**config.mk**
```make
export PLATFORM = sky130hd
export DESIGN_NAME = ser_irq_flags
export DESIGN_NICKNAME = d
export VERILOG_FILES = /design/src/rtl/ser_irq_pkg.sv /design/src/rtl/ser_irq_fsm.sv /design/src/rtl/ser_irq_uart_bank.sv /design/src/rtl/ser_irq_spi_bank.sv /design/src/rtl/ser_irq_flags.sv
export SDC_FILE = /design/constraint.sdc
export NUM_CORES = 1
export LEC_CHECK = 0
export ABC_CLOCK_PERIOD_IN_PS = 1800
export CORE_MARGIN = 1
export CORE_UTILIZATION = 40
export DETAILED_ROUTE_END_ITERATION = 8
export PLACE_DENSITY = 0.74
export SYNTH_ARGS = -nofsm -noshare
export SYNTH_HDL_FRONTEND = slang
export SYNTH_HIERARCHICAL = 1
export SYNTH_SLANG_ARGS = --single-unit
```
**constraint.sdc**
```tcl
create_clock -name clk -period 1.8 [get_ports clk]
set_clock_uncertainty 0.15 [all_clocks]
set_input_delay 0.54 -clock clk [delete_from_list [all_inputs] [get_ports clk]]
set_output_delay 0.54 -clock clk [all_outputs]
set_load 0.02 [all_outputs]
```
**src/rtl/ser_irq_pkg.sv**
```systemverilog
package ser_irq_pkg;

    localparam int MODE_W   = 3;
    localparam int UFLAG_N  = 4;
    localparam int UEN_N    = 2;
    localparam int SFLAG_N  = 3;
    localparam int SEN_N    = 3;

    localparam logic [1:0] A_MODE  = 2'd0;
    localparam logic [1:0] A_FLAGS = 2'd1;
    localparam logic [1:0] A_EN    = 2'd2;

    typedef enum logic [1:0] {
        ST_OFF     = 2'd0,
        ST_UART    = 2'd1,
        ST_SPI_MST = 2'd2,
        ST_SPI_SLV = 2'd3
    } mode_st_e;

endpackage

```
**src/rtl/ser_irq_fsm.sv**
```systemverilog
module ser_irq_fsm
    import ser_irq_pkg::*;
(
    input  logic              clk,
    input  logic              rst_n,
    input  logic              mode_wr,
    input  logic [MODE_W-1:0] mode_code_in,
    output logic              uart_act,
    output logic              spi_act,
    output logic [MODE_W-1:0] mode_code
);

    mode_st_e state_q, state_d;

    always_comb begin
        state_d = state_q;
        if (mode_wr) begin
            unique case (mode_code_in)
                3'd0:    state_d = ST_OFF;
                3'd1:    state_d = ST_UART;
                3'd2:    state_d = ST_SPI_MST;
                3'd3:    state_d = ST_SPI_SLV;
                default: state_d = state_q;
            endcase
        end
    end

    always_ff @(posedge clk or negedge rst_n) begin
        if (!rst_n) state_q <= ST_OFF;
        else        state_q <= state_d;
    end

    always_comb begin
        uart_act  = 1'b0;
        spi_act   = 1'b0;
        mode_code = '0;
        unique case (state_q)
            ST_OFF:     mode_code = 3'd0;
            ST_UART:    begin uart_act = 1'b1; mode_code = 3'd1; end
            ST_SPI_MST: begin spi_act  = 1'b1; mode_code = 3'd2; end
            ST_SPI_SLV: begin spi_act  = 1'b1; mode_code = 3'd3; end
            default:    mode_code = 3'd0;
        endcase
    end

    AST_BAD_CODE_KEEPS: assert property (@(posedge clk) disable iff (!rst_n)
        (mode_wr && mode_code_in > 3'd3) |=> $stable(state_q));

endmodule

```
**src/rtl/ser_irq_uart_bank.sv**
```systemverilog
module ser_irq_uart_bank
    import ser_irq_pkg::*;
(
    input  logic               clk,
    input  logic               rst_n,
    input  logic               active,
    input  logic               clr_all,
    input  logic               en_clr,
    input  logic               ev_rx,
    input  logic               ev_par,
    input  logic               ev_frm,
    input  logic               ev_ovr,
    input  logic               rd_clr,
    input  logic [UFLAG_N-1:0] w1c,
    input  logic               en_we,
    input  logic [UEN_N-1:0]   en_wdata,
    output logic [UFLAG_N-1:0] flags,
    output logic [UEN_N-1:0]   en,
    output logic               irq
);

    logic [UFLAG_N-1:0] set_v, clr_v, flag_d;

    always_comb begin
        set_v = {ev_ovr, ev_frm, ev_par, ev_rx};
        clr_v = {1'b0, w1c[2], w1c[1], w1c[0] | rd_clr};
        if (clr_all || !active) flag_d = '0;
        else                    flag_d = set_v | (flags & ~clr_v);
    end

    always_ff @(posedge clk or negedge rst_n) begin
        if (!rst_n) begin
            flags <= '0;
            en    <= '0;
        end else begin
            flags <= flag_d;
            if (en_clr)     en <= '0;
            else if (en_we) en <= en_wdata;
        end
    end

    assign irq = active & ((flags[0] & en[0]) | ((|flags[3:1]) & en[1]));

    AST_OVR_STICKY: assert property (@(posedge clk) disable iff (!rst_n)
        (flags[3] && active && !clr_all) |=> flags[3]);
    AST_PAR_SET_WINS: assert property (@(posedge clk) disable iff (!rst_n)
        (ev_par && active && !clr_all) |=> flags[1]);
    AST_UART_IDLE_ZERO: assert property (@(posedge clk) disable iff (!rst_n)
        (!active) |=> (flags == '0));

endmodule

```
**src/rtl/ser_irq_spi_bank.sv**
```systemverilog
module ser_irq_spi_bank
    import ser_irq_pkg::*;
(
    input  logic               clk,
    input  logic               rst_n,
    input  logic               active,
    input  logic               clr_all,
    input  logic               en_clr,
    input  logic               ev_tx,
    input  logic               ev_rx,
    input  logic               ev_err,
    input  logic               rd_clr,
    input  logic               wr_clr,
    input  logic [SFLAG_N-1:0] w1c,
    input  logic               en_we,
    input  logic [SEN_N-1:0]   en_wdata,
    output logic [SFLAG_N-1:0] flags,
    output logic [SEN_N-1:0]   en,
    output logic               irq
);

    logic [SFLAG_N-1:0] set_v, clr_v, flag_d;

    always_comb begin
        set_v = {ev_err, ev_rx, ev_tx};
        clr_v = {1'b0, w1c[1] | rd_clr, w1c[0] | wr_clr};
        if (clr_all || !active) flag_d = '0;
        else                    flag_d = set_v | (flags & ~clr_v);
    end

    always_ff @(posedge clk or negedge rst_n) begin
        if (!rst_n) begin
            flags <= '0;
            en    <= '0;
        end else begin
            flags <= flag_d;
            if (en_clr)     en <= '0;
            else if (en_we) en <= en_wdata;
        end
    end

    assign irq = active & (|(flags & en));

    AST_SPI_ERR_STICKY: assert property (@(posedge clk) disable iff (!rst_n)
        (flags[2] && active && !clr_all) |=> flags[2]);
    AST_SPI_RX_SET: assert property (@(posedge clk) disable iff (!rst_n)
        (ev_rx && active && !clr_all) |=> flags[1]);
    AST_SPI_IDLE_ZERO: assert property (@(posedge clk) disable iff (!rst_n)
        (!active) |=> (flags == '0));

endmodule

```
**src/rtl/ser_irq_flags.sv**
```systemverilog
module ser_irq_flags
    import ser_irq_pkg::*;
#(
    parameter int DATA_W = 8,
    parameter int ADDR_W = 2
) (
    input  logic              clk,
    input  logic              rst_n,
    input  logic              reg_we,
    input  logic [ADDR_W-1:0] reg_addr,
    input  logic [DATA_W-1:0] reg_wdata,
    input  logic [ADDR_W-1:0] reg_raddr,
    output logic [DATA_W-1:0] reg_rdata,
    input  logic              ev_tx_moved,
    input  logic              ev_rx_loaded,
    input  logic              ev_parity_err,
    input  logic              ev_frame_err,
    input  logic              ev_overrun,
    input  logic              rxbuf_read,
    input  logic              txbuf_write,
    output logic              irq
);

    logic              mode_wr, clr_all, en_clr, flag_wr, en_wr;
    logic              uart_act, spi_act, uart_irq, spi_irq;
    logic [MODE_W-1:0] mode_code, code_in;
    logic [UFLAG_N-1:0] uflags;
    logic [UEN_N-1:0]   uen;
    logic [SFLAG_N-1:0] sflags;
    logic [SEN_N-1:0]   sen;
    logic [UFLAG_N-1:0] w1c_v;
    logic               unused_wdata;

    assign code_in      = reg_wdata[MODE_W-1:0];
    assign mode_wr      = reg_we && (reg_addr == A_MODE);
    assign clr_all      = mode_wr && (code_in <= 3'd3);
    assign en_clr       = clr_all && (code_in == 3'd0);
    assign flag_wr      = reg_we && (reg_addr == A_FLAGS);
    assign en_wr        = reg_we && (reg_addr == A_EN);
    assign w1c_v        = flag_wr ? reg_wdata[UFLAG_N-1:0] : '0;
    assign unused_wdata = ^reg_wdata[DATA_W-1:UFLAG_N];

    ser_irq_fsm u_fsm (
        .clk(clk), .rst_n(rst_n), .mode_wr(mode_wr), .mode_code_in(code_in),
        .uart_act(uart_act), .spi_act(spi_act), .mode_code(mode_code)
    );

    ser_irq_uart_bank u_uart (
        .clk(clk), .rst_n(rst_n), .active(uart_act), .clr_all(clr_all),
        .en_clr(en_clr), .ev_rx(ev_rx_loaded), .ev_par(ev_parity_err),
        .ev_frm(ev_frame_err), .ev_ovr(ev_overrun), .rd_clr(rxbuf_read),
        .w1c(w1c_v), .en_we(en_wr && uart_act),
        .en_wdata(reg_wdata[UEN_N-1:0]), .flags(uflags), .en(uen), .irq(uart_irq)
    );

    ser_irq_spi_bank u_spi (
        .clk(clk), .rst_n(rst_n), .active(spi_act), .clr_all(clr_all),
        .en_clr(en_clr), .ev_tx(ev_tx_moved), .ev_rx(ev_rx_loaded),
        .ev_err(ev_overrun), .rd_clr(rxbuf_read), .wr_clr(txbuf_write),
        .w1c(w1c_v[SFLAG_N-1:0]), .en_we(en_wr && spi_act),
        .en_wdata(reg_wdata[SEN_N-1:0]), .flags(sflags), .en(sen), .irq(spi_irq)
    );

    assign irq = uart_irq | spi_irq;

    always_comb begin
        reg_rdata = '0;
        unique case (reg_raddr)
            A_MODE:  reg_rdata = {{(DATA_W-MODE_W){1'b0}}, mode_code};
            A_FLAGS: begin
                if (uart_act)     reg_rdata = {{(DATA_W-UFLAG_N){1'b0}}, uflags};
                else if (spi_act) reg_rdata = {{(DATA_W-SFLAG_N){1'b0}}, sflags};
            end
            A_EN: begin
                if (uart_act)     reg_rdata = {{(DATA_W-UEN_N){1'b0}}, uen};
                else if (spi_act) reg_rdata = {{(DATA_W-SEN_N){1'b0}}, sen};
            end
            default: reg_rdata = '0;
        endcase
    end

    AST_EN_WIPE: assert property (@(posedge clk) disable iff (!rst_n)
        en_clr |=> (uen == '0 && sen == '0));
    AST_OFF_NO_IRQ: assert property (@(posedge clk) disable iff (!rst_n)
        (mode_code == 3'd0) |-> !irq);

endmodule

```
Word-level counts from Yosys, hierarchy flattened
Index checks and enable logic that the tools add are counted.

Register bits after elaboration: 14. Bits in latches: 0. Memory bits (writable): 0. Memory bits (read-only): 0. Input bits: 22. Output and inout bits: 9. Logic and storage cells: 70. Memories: 0.

Add/sub/neg operators: 0. Multiply operators: 0. Divide/modulo/power cells: 0. $lt $le $gt $ge: 1. Equal/unequal tests: 10. Shift-type cells: 0. Mux-type cells: 16. Bitwise logic cells: 16. Reductions and logical operators: 22.

Operator list (count): two-way mux 3 bit (7); case mux 3 bit (4 select lines) (1); case mux 4 bit (3 select lines) (1); equality test 2 bit (second input constant) (4); two-way mux 4 bit (2); case mux 2 bit (4 select lines) (1); logical AND 1 bit (7); bitwise AND 3 bit (2); equality test 2 x 1 -> 1 bit (second input constant) (3); equality test 3 x 2 -> 1 bit (second input constant) (2); zero test 2 bit (3); OR reduction 3 bit (2); OR 1 bit (5); bitwise AND 1 bit (4); bitwise AND 4 bit (1); two-way mux 2 bit (2); inverter 3 -> 4 bit (1); OR 4 bit (1); nonzero test 2 bit (2); nonzero test 4 bit (1); equality test 3 x 1 -> 1 bit (second input constant) (1); <= comparator 3 x 2 -> 1 bit (second input constant) (1); zero test 3 bit (1); inverter 2 -> 3 bit (1); 6 further kinds (9).

Depth between registers and ports, before layout
Gate-level depths: netlist of run 1.

Depth in word-level cells: 8. Gate-level depth with buffers: 5. Depth with buffers taken out: 5.

Modules after synthesis
Netlist of run 1, hierarchy kept.

By module, submodules not included: ser_irq_flags (times used 1, cells each 40, area an instance 279.0 um2, sequential area each 0.0 um2); ser_irq_uart_bank (times used 1, cells each 25, area an instance 260.2 um2, sequential area each 150.1 um2); ser_irq_spi_bank (times used 1, cells each 23, area an instance 256.5 um2, sequential area each 150.1 um2); ser_irq_fsm (times used 1, cells each 11, area an instance 122.6 um2, sequential area each 50.0 um2).

Worst setup path after synthesis of run 1
OpenSTA, ideal clock, no wires.

Kind: flip-flop to output port. Start: register u_fsm.state_q[1]. End: output reg_rdata[2]. Arrival time: 1457 ps. Required time: 1110 ps. Setup slack: -347 ps. Cell stages (with the launch flop): 5. Path buffers: 0. Cells stage by stage: dfrtp_1 nor2b_1 and2_2 a31oi_1 o22ai_1.

Elaborated cells on any way between the ends: 11. Classes of those cells: 3 x eq/ne; 7 x mux; 1 x reduce/logical.

RTL lines: start, declared (RTL line ser_irq_fsm.sv:13) `mode_st_e state_q, state_d;`; start signal, assigned (RTL line ser_irq_fsm.sv:30) `else state_q <= state_d;`; equality test 2 x 1 -> 1 bit * (RTL line ser_irq_fsm.sv:37) `unique case (state_q)`; two-way mux 1 bit * (RTL line ser_irq_fsm.sv:37); named net uart_act (RTL line ser_irq_flags.sv:25) `logic uart_act, spi_act, uart_irq, spi_irq;`; two-way mux 3 bit / two-way mux 4 bit (equally long branches) (RTL line ser_irq_flags.sv:75, ser_irq_flags.sv:71); case mux 4 bit (3 select lines) * (RTL line ser_irq_flags.sv:68) `unique case (reg_raddr)`; end, declared (RTL line ser_irq_flags.sv:13) `output logic [DATA_W-1:0] reg_rdata,`.

Mark *: on every way through the listed nets, which the timed path passes. The rest lies on a longest branch.

Final worst setup path of run 1
Start: register u_fsm.state_q[0]. End: output reg_rdata[1].

Same word-level chain as after synthesis.

==> metrics, run 1 <==
final hold violation count=0; failing checks=negative setup slack; Wirelength per Cell=13.9 µm; area taken by multi-input logic gates=593 µm²; DP Wirelength=1.91 mm; final weighted congestion in routability-driven placement=0.825; total standard cell area after synthesis=912 µm²; fraction of final layout cells with drive strength greater than 1=approximately two fifths; sequential cell area=350 µm²; Net Sw Power=around 430 µW; proportion of power drawn by combinational gates=approximately 47%; overall die height=between 40 and 50 µm; detailed router's first-iteration violation count=10; syn_area_per_cell=9.31 µm²; # port buffers=21; global routing usage summed across all routing layers=22.8%; initial antenna violation count=0; Total Die Area=2480 µm²; DRC=0; area of placed instances=1350 µm²; routed wire length=2.44 mm; pin count of the biggest net entering global routing=15; switching power share of the total=about a third; number of primary I/O pins=31; Worst Setup Slack post-DPL=-1110 ps; CP Cell Sequence=nor2b_4 > buf_6 > nor2b_4 > a221oi_4 > o32ai_4 > buf_6; setup slack after layout=-482 ps; initial core utilization=approximately 45%; wire length of the first global-routing pass=~4.2 mm; final count of negative-setup-slack endpoints=7; status=finished with violations; CTS sink cnt=14; hold buffers post-CTS=0; slack of the worst reg-to-reg path=-110 ps; Worst path max stage delay=around 380 ps; Fmax achieved=between 0.4 and 0.5 GHz; antenna diode instance count=0; startpoint types=flip-flop; worst path arrival time=roughly 1600 ps; number of clock buffers inserted by TritonCTS=3; total vias in the final route=873; worst hold-check slack=406 ps; cell internal power dissipation=845 µW; TritonCTS clock tree=yes; post-route setup TNS=-2120 ps; via density per instance=4.96; Mapped Cells=a little under 100; residual antenna-violating net count after detailed routing=0; fin area=1510 µm²; area grow syn2layout=65.2%; type of the worst min-delay path=in -> async; number of core rows=16; fill cell count=150; P per Cell Area=~850 nW/µm²; Root Driver=sky130_fd_sc_hd__clkbuf_4; part of the power in registers=35.6%; cell type of the slowest stage on the worst timing path=sky130_fd_sc_hd__dfrtp_1; startpoint-to-endpoint class of the critical path=reg -> out; reported leakage power=0.707 nW; unrepaired setup endpoints after global routing=yes; final-report max-slew violation count=0; clock latency on the worst-skew pair=270 ps; largest fanout on the critical path=5; clock edge transition at the registers on the reported setup and hold paths=approximately 90 ps; peak supply drop=between 0.0005 and 0.0006 V; largest buffer count on any clock path=2; vias in the first global route=951; CP required=1110 ps; Total Nets Final=roughly 170; final critical-path share of the clock period=127%; number of H-tree levels=1; number of iterations in the first detailed-routing pass=4; max-cap viol count=0; clock share of power=17.5%; minimum period implied by the final worst setup slack=~2300 ps; fin util=73.8%; overall overflow remaining after global route=0; capturing element type of the critical path=output port; Die X=49.8 µm; count of synthesis-stage warnings from yosys=6; core outline area=between 2000 and 2500 µm²
-- worst max-delay path, delay by kind of cell, from the launching register on --
| kind | cells | cell delay (ps) |
|---|---|---|
| and+or+nand+nor | 2 | 320 |
| DFF | 1 | 380 |
| AOI/OAI and AO/OA | 2 | 360 |
| buffers and inverters | 2 | 270 |
-- sequential cells by signal, indices dropped and copies added (netlist names) --
name / flops
u_uart/en: 2
u_spi/en: 3
u_fsm/state_q: 2
u_uart/flags: 4
u_spi/flags: 3
-- power groups by stage --
stage               Combinational (mW)  Clock (mW)  Sequential [mW]
floorplan                        0.261           0            0.444
global placement                 0.504           0            0.455
detailed placement               0.512           0            0.458
CTS                              0.591       0.231            0.452
global route                     0.640       0.246            0.463
finish                           0.598       0.224            0.455
-- area by class of cell --
cell class / count / share of cell area (%)
multi-input combinational: 71 / 39.4
timing repair buffer: 52 / 30.7
sequential: 14 / 23.3
clock buffer: 4 / 2.41
tap: 27 / 2.24
inverter: 8 / 1.99
-- per-layer routing --
metal  vias to the layer above  track usage (%)  share of wire (%)
met5                         -                0                  0
li1                        430                -                  -
met2                        17             41.4                 54
met3                         4             1.85                2.0
met4                         0             8.57                1.4
met1                       422             27.5                 43
-- metrics by stage --
stage,cells,power [mW]
2_1_floorplan,101,0.705
3_3_place_gp,168,0.959
3_5_place_dp,168,0.970
4_1_cts,176,1.27
5_1_grt,176,1.35
6_report,176,1.28
-- worst paths after layout --
| check | startpoint | endpoint | cells past startpoint |
|---|---|---|---|
| max in group asynchronous | rst_n | u_uart/en[1] | 2 |
| setup reg to reg | u_fsm/state_q[1] | u_uart/en[1] | 9 |
| min in group clk | u_uart/flags[3] | u_uart/flags[3] | 3 |
| setup / recovery | u_fsm/state_q[0] | reg_rdata[1] | 6 |
| hold / removal | rst_n | u_uart/flags[2] | 2 |
| hold reg to reg | u_uart/flags[3] | u_uart/flags[3] | 3 |
-- timing repair --
action                                  4_1_cts  5_1_grt
pin swaps                                     3        0
endpoints found under the setup margin       14        9
buffers inserted                              4        0
cloned                                        0        0
resized for setup                            48        2
-- placed cells by master (no fill, tap or decap), types with 2 or more instances in the layout --
cell and instances:
sky130_fd_sc_hd__nand2_1 4, sky130_fd_sc_hd__buf_4 29, sky130_fd_sc_hd__nor2_1 11, sky130_fd_sc_hd__inv_1 7
sky130_fd_sc_hd__nor2b_1 3, sky130_fd_sc_hd__nor2b_4 4, sky130_fd_sc_hd__buf_6 6, sky130_fd_sc_hd__clkdlybuf4s50_1 12
sky130_fd_sc_hd__and2_1 3, sky130_fd_sc_hd__mux2_4 2, sky130_fd_sc_hd__or3b_1 3, sky130_fd_sc_hd__clkbuf_4 3
sky130_fd_sc_hd__conb_1 5, sky130_fd_sc_hd__nand2b_1 4, sky130_fd_sc_hd__a31oi_1 2, sky130_fd_sc_hd__dlygate4sd2_1 3
sky130_fd_sc_hd__dfrtp_1 14, sky130_fd_sc_hd__mux2i_1 5, sky130_fd_sc_hd__a21oi_1 4
Power figures use the tool's default switching activity.
==> run 2: changes to the inputs <==
--- a/config.mk
+++ b/config.mk
@@ -5,11 +5,11 @@
 export SDC_FILE = /design/constraint.sdc
 export NUM_CORES = 1
 export LEC_CHECK = 0
-export ABC_CLOCK_PERIOD_IN_PS = 1800
+export ABC_CLOCK_PERIOD_IN_PS = 2450
 export CORE_MARGIN = 1
 export CORE_UTILIZATION = 40
 export DETAILED_ROUTE_END_ITERATION = 8
-export PLACE_DENSITY = 0.74
+export PLACE_DENSITY = 0.72
 export SYNTH_ARGS = -nofsm -noshare
 export SYNTH_HDL_FRONTEND = slang
 export SYNTH_HIERARCHICAL = 1
==> constraint.sdc (replaced) <==
create_clock -name clk -period 2.45 [get_ports clk]
set_clock_uncertainty 0.15 [all_clocks]
set_input_delay 0.735 -clock clk [delete_from_list [all_inputs] [get_ports clk]]
set_output_delay 0.735 -clock clk [all_outputs]
set_load 0.02 [all_outputs]
==> run 2 against run 1 <==
  * The run now ends clean
  * Non-clock buffer count shrank 8
  * Combinational power fell by 33%
  * Clock power is 44% lower
  * Flip-flop and latch count did not move
  * Critical path type unchanged
  * Largest cell class unchanged
==> metrics, run 2 (synthesis gave the netlist of run 1 again) <==
peak supply drop=0.000416 V (-24%); flip-flop count of the largest register, all copies and words added=4 (unchanged); Max-slew headroom=a little under three fifths; largest fanout on the critical path=8 (+3); minimum period implied by the final worst setup slack=2410 ps; fraction of final layout cells with drive strength greater than 1=37.1% (-4.5 points); antenna diode instance count=0 (unchanged); number of clock buffers inserted by TritonCTS=3 (unchanged); status=finished, final reports clean; CP Cell Sequence=nor2b_4 > buf_6 > and2_4 > a31oi_4 > o22ai_2 > buf_6; CP required=1560 ps (+450 ps); CTS sink cnt=14 (unchanged); via density per instance=5.05 (+1.8%); DP Wirelength=1.81 mm (-5.0%); Fmax achieved=0.416 GHz; final weighted congestion in routability-driven placement=0.853 (+3.3%); overall die height=49.8 µm (unchanged); fin util=66.5% (-7.3 points); overall overflow remaining after global route=0 (unchanged); detailed router's first-iteration violation count=25 (+15); largest buffer count on any clock path=2 (unchanged); vias in the first global route=865 (-9.0%); clock edge transition at the registers on the reported setup and hold paths=70 ps (-20 ps); most common library cell in the layout ignoring fill and taps=sky130_fd_sc_hd__buf_4; residual antenna-violating net count after detailed routing=0 (unchanged); area grow syn2layout=48.8%; clock latency on the worst-skew pair=270 ps (about the same); P per Cell Area=635 nW/µm² (-25%); startpoint-to-endpoint class of the critical path=reg -> out; number of iterations in the first detailed-routing pass=4 (unchanged); Root Driver=sky130_fd_sc_hd__clkbuf_4; actual transition at the worst max-transition pin=approximately 660 ps; TritonCTS clock tree=yes; DRC=0 (unchanged); Worst Setup Slack post-DPL=-800 ps (+307 ps); setup slack after layout=44.8 ps (+527 ps); Worst path max stage delay=420 ps (+40 ps); number of H-tree levels=1 (unchanged); most frequent cells in the layout=sky130_fd_sc_hd__buf_4 (22), sky130_fd_sc_hd__clkdlybuf4s50_1 (14), sky130_fd_sc_hd__dfrtp_1 (14); global routing usage summed across all routing layers=21.1% (-1.7 points); core outline area=2040 µm² (unchanged); largest register by flop count=u_uart/flags; final count of negative-setup-slack endpoints=0 (-7); Total Nets Final=164 (-4.7%); # port buffers=21 (unchanged); unrepaired setup endpoints after global routing=yes; cell type of the slowest stage on the worst timing path=sky130_fd_sc_hd__dfrtp_1; final critical-path share of the clock period=slightly below 100%; worst hold-check slack=470 ps (+64.1 ps); reported leakage power=0.628 nW (-11%); worst path arrival time=1520 ps (-70 ps); area of placed instances=1270 µm² (-6.2%); routed wire length=2.30 mm (-6.0%); type of the worst min-delay path=reg -> reg; Crit path top cell by count=sky130_fd_sc_hd__buf_6; initial core utilization=44.7% (unchanged); Die X=49.8 µm (unchanged); fin area=1360 µm² (-9.9%); Wirelength per Cell=13.7 µm (-0.91%); hold buffers post-CTS=0 (unchanged); wire length of the first global-routing pass=3.88 mm (-7.3%); final hold violation count=0 (unchanged); pin count of the biggest net entering global routing=15 (unchanged); Total Die Area=2480 µm² (unchanged); number of primary I/O pins=31 (unchanged); startpoint types=flip-flop; initial antenna violation count=0 (unchanged); capturing element type of the critical path=output port; registers with the most flip-flops=u_uart/flags: 4 flops, u_spi/en: 3 flops, u_spi/flags: 3 flops; max-cap viol count=0 (unchanged); number of core rows=16 (unchanged); total vias in the final route=843 (-3.4%); final-report max-slew violation count=0 (unchanged)
-- run 2: cell count changes in the layout (fill, tap and decap cells not counted), moves of 2 or more --
cell / previous run / this run
sky130_fd_sc_hd__clkdlybuf4s50_1: 12 / 14
sky130_fd_sc_hd__buf_4: 29 / 22
sky130_fd_sc_hd__dlygate4sd2_1: 3 / 0
sky130_fd_sc_hd__buf_2: 0 / 2
-- run 2: final timing paths --
kind                                  start                to  slack (ps)  cells after the start
max                        u_fsm/state_q[1]      reg_rdata[2]          40                      6
min                        u_fsm/state_q[0]  u_fsm/state_q[0]         470                      2
max reg2reg                u_fsm/state_q[1]      u_uart/en[0]         630                      7
min reg2reg                u_fsm/state_q[0]  u_fsm/state_q[0]         470                      2
max in group asynchronous             rst_n  u_fsm/state_q[0]        1020                      1
min in group asynchronous             rst_n   u_uart/flags[3]         700                      1
-- run 2: what timing repair did --
action	4_1_cts	5_1_grt
pin swaps	2	5
endpoints found under the setup margin	5	4
buffers inserted	0	3
gates resized for setup	37	11
-- run 2: critical path: cells and delay by family, from the launching register on --
kind	cells	cell delay, ps
flops	1	420
simple gates	2	310
compound gates	2	230
buf+inv	2	290
-- run 2: area by class of cell --
cell class | count | area, µm²
fill | 182 | 684
multi-input combinational | 71 | 538
timing repair buffer | 44 | 383
sequential | 14 | 350
tap | 27 | 33.8
inverter | 8 | 30.0
clock buffer | 3 | 22.5
-- run 2: metal layers --
metal	GRT usage, %	up-vias	wire [µm]
met5	0	-	0
met4	8.57	0	26
met3	1.85	4	74
met2	37.2	21	1130
met1	26.2	409	1070
li1	-	409	-
-- run 2: metrics by stage --
stage          setup TNS, ps  total power [mW]  cells
6_report                   0             0.862    167
5_1_grt                -55.0             0.916    167
4_1_cts                    0             0.824    164
3_5_place_dp           -3060             0.684    161
3_3_place_gp           -2850             0.677    161
2_1_floorplan              0             0.499    101
-- run 2: report_power, final --
| part | switching, mW | total, mW | internal, mW | leakage, nW |
|---|---|---|---|---|
| Sequential | 0.0461 | 0.333 | 0.287 | 0.179 |
| Clock | 0.0688 | 0.126 | 0.0569 | 0.0138 |
| Combinational | 0.178 | 0.403 | 0.225 | 0.435 |
| Total | 0.293 | 0.862 | 0.569 | 0.628 |
==> run 3: changes to the inputs <==
--- a/config.mk
+++ b/config.mk
@@ -8,6 +8,7 @@
 export ABC_CLOCK_PERIOD_IN_PS = 2450
 export CORE_MARGIN = 1
 export CORE_UTILIZATION = 40
+export CTS_BUF_LIST = sky130_fd_sc_hd__clkbuf_2
 export DETAILED_ROUTE_END_ITERATION = 8
 export PLACE_DENSITY = 0.72
 export SYNTH_ARGS = -nofsm -noshare
==> run 3 against run 2 <==
  * Cell count is the same
  * Worst hold slack gained 9.9 ps
  * Count of clock-buffer cells in the layout is the same
  * Via count shrank 0.71%
  * Sequential share of layout area grew 0.14 points
  * Sequential power is essentially flat
  * Non-clock buffer count is the same
==> metrics, run 3 (synthesis gave the netlist of run 1 again) <==
status=finished, final reports clean; CP top delay family=flip-flops; initial antenna violation count=0 (unchanged); Total Nets Final=164 (unchanged); unrepaired setup endpoints after global routing=yes; most congested layer reported by global routing=met2; DP Wirelength=1.81 mm (unchanged); residual antenna-violating net count after detailed routing=0 (unchanged); worst hold-check slack=480 ps (+9.88 ps); initial core utilization=44.7% (unchanged); post-route setup TNS=0 ps (unchanged); largest register by flop count=u_uart/flags; detailed router's first-iteration violation count=26 (+4.0%); reported leakage power=0.627 nW (-0.21%); peak supply drop=0.000393 V (-5.5%); cell type of the slowest stage on the worst timing path=sky130_fd_sc_hd__dfrtp_1; type of the worst min-delay path=reg -> reg; most frequent cells in the layout=sky130_fd_sc_hd__buf_4 (22), sky130_fd_sc_hd__clkdlybuf4s50_1 (14), sky130_fd_sc_hd__dfrtp_1 (14); CP required=1560 ps (about the same); fraction of final layout cells with drive strength greater than 1=37.1% (unchanged); Worst Setup Slack post-DPL=-800 ps (unchanged); global routing usage summed across all routing layers=21.0% (-0.13 points); vias in the first global route=865 (unchanged); CTS sink cnt=14 (unchanged); total vias in the final route=837 (-0.71%); number of iterations in the first detailed-routing pass=4 (unchanged); Root Driver=sky130_fd_sc_hd__clkbuf_2; overall overflow remaining after global route=0 (unchanged); setup slack after layout=38.1 ps (-6.73 ps); number of H-tree levels=1 (unchanged); worst path arrival time=1530 ps (about the same); hold buffers post-CTS=0 (unchanged); GRT met3 Usage=1.85% (unchanged); overall power=840 µW (-2.5%); capturing element type of the critical path=output port; overall die height=49.8 µm (unchanged); Fmax achieved=0.415 GHz (-0.28%); flip-flop count of the largest register, all copies and words added=4 (unchanged); final hold violation count=0 (unchanged); area grow syn2layout=48.0%; TritonCTS clock tree=yes; pin count of the biggest net entering global routing=15 (unchanged); # port buffers=21 (unchanged); Wirelength per Cell=13.7 µm (-0.52%); routed wire length=2.28 mm (-0.52%); clock latency on the worst-skew pair=260 ps (about the same); post-layout instance count excluding filler cells=167 (unchanged); met2 track utilization from global routing=36.7% (-0.45 points); most common library cell in the layout ignoring fill and taps=sky130_fd_sc_hd__buf_4; final critical-path share of the clock period=98.4% (+0.27 points); number of clock buffers inserted by TritonCTS=3 (unchanged); CP Cell Sequence=nor2b_4 > buf_6 > and2_4 > a31oi_4 > o22ai_2 > buf_6; antenna diode instance count=0 (unchanged); largest fanout on the critical path=8 (unchanged); number of primary I/O pins=31 (unchanged); Worst path max stage delay=430 ps (about the same); clock edge transition at the registers on the reported setup and hold paths=120 ps (+50 ps); Crit path top cell by count=sky130_fd_sc_hd__buf_6; minimum period implied by the final worst setup slack=2410 ps (+6.73 ps); Max-slew headroom=56.1% (about the same); wire length of the first global-routing pass=3.86 mm (-0.70%); startpoint-to-endpoint class of the critical path=reg -> out; Die X=49.8 µm (unchanged); via density per instance=5.01 (-0.71%); global routing met1 resource utilization=26.2% (unchanged); DRC=0 (unchanged); number of core rows=16 (unchanged); registers with the most flip-flops=u_uart/flags: 4 flops, u_spi/en: 3 flops, u_spi/flags: 3 flops; core outline area=2040 µm² (unchanged); Total Die Area=2480 µm² (unchanged); total instance count after detailed placement=161 (unchanged); final weighted congestion in routability-driven placement=0.853 (unchanged); final count of negative-setup-slack endpoints=0 (unchanged); startpoint types=flip-flop; actual transition at the worst max-transition pin=656 ps (-0.0281 ps); largest buffer count on any clock path=2 (unchanged); worst path buffer plus inverter count=2 (unchanged); P per Cell Area=622 nW/µm² (-2.0%); max-cap viol count=0 (unchanged); final-report max-slew violation count=0 (unchanged)
run 3: cell types whose count changed in the layout (fill, tap and decap cells not counted):
cell,previous run,this run
sky130_fd_sc_hd__clkbuf_2,0,3
sky130_fd_sc_hd__clkbuf_4,3,0
run 3: timing repair:
action / 4_1_cts / 5_1_grt
buffers inserted: 0 / 3
pin swaps: 2 / 4
endpoints found under the setup margin: 5 / 4
gates resized for setup: 38 / 10
run 3: per-stage QoR:
stage	cell area (µm²)	utilization, %
2_1_floorplan	923	-
3_3_place_gp	1270	62.1
3_5_place_dp	1270	62.1
4_1_cts	1290	63.4
5_1_grt	1350	66.1
6_report	1350	66.1
run 3: area by class of cell:
type	count	area (µm²)
fill	181	692
multi-input combinational	71	538
timing repair buffer	44	383
sequential	14	350
tap	27	33.8
inverter	8	30.0
clock buffer	3	15.0
run 3: per-layer routing:
layer  wire length (µm)  vias to the layer above
met2               1100                       23
li1                   -                      408
met4                 27                        0
met5                  0                        -
met1               1080                      402
met3                 82                        4
run 3: power by group:
part           leakage (nW)  switching (mW)  internal (mW)
Combinational         0.435           0.178          0.225
Clock                0.0125          0.0704         0.0334
Sequential            0.179          0.0469          0.286
Total                 0.627           0.295          0.545
run 3: path summary, 6_finish.rpt:
kind                             startpoint                to  slack, ps  depth (start not counted)
max                        u_fsm/state_q[1]      reg_rdata[2]         40                          6
min                        u_fsm/state_q[0]  u_fsm/state_q[0]        480                          2
max reg2reg                u_fsm/state_q[1]      u_uart/en[0]        620                          7
min reg2reg                u_fsm/state_q[0]  u_fsm/state_q[0]        480                          2
max in group asynchronous             rst_n  u_fsm/state_q[0]       1020                          1
min in group asynchronous             rst_n   u_uart/flags[3]        690                          1
run 3: tightest hold or removal path: cells and delay by family (launching register included):
| family | cells | cell delay [ps] |
|---|---|---|
| DFF | 1 | 370 |
| muxes | 1 | 130 |
| buffers and inverters | 1 | 110 |
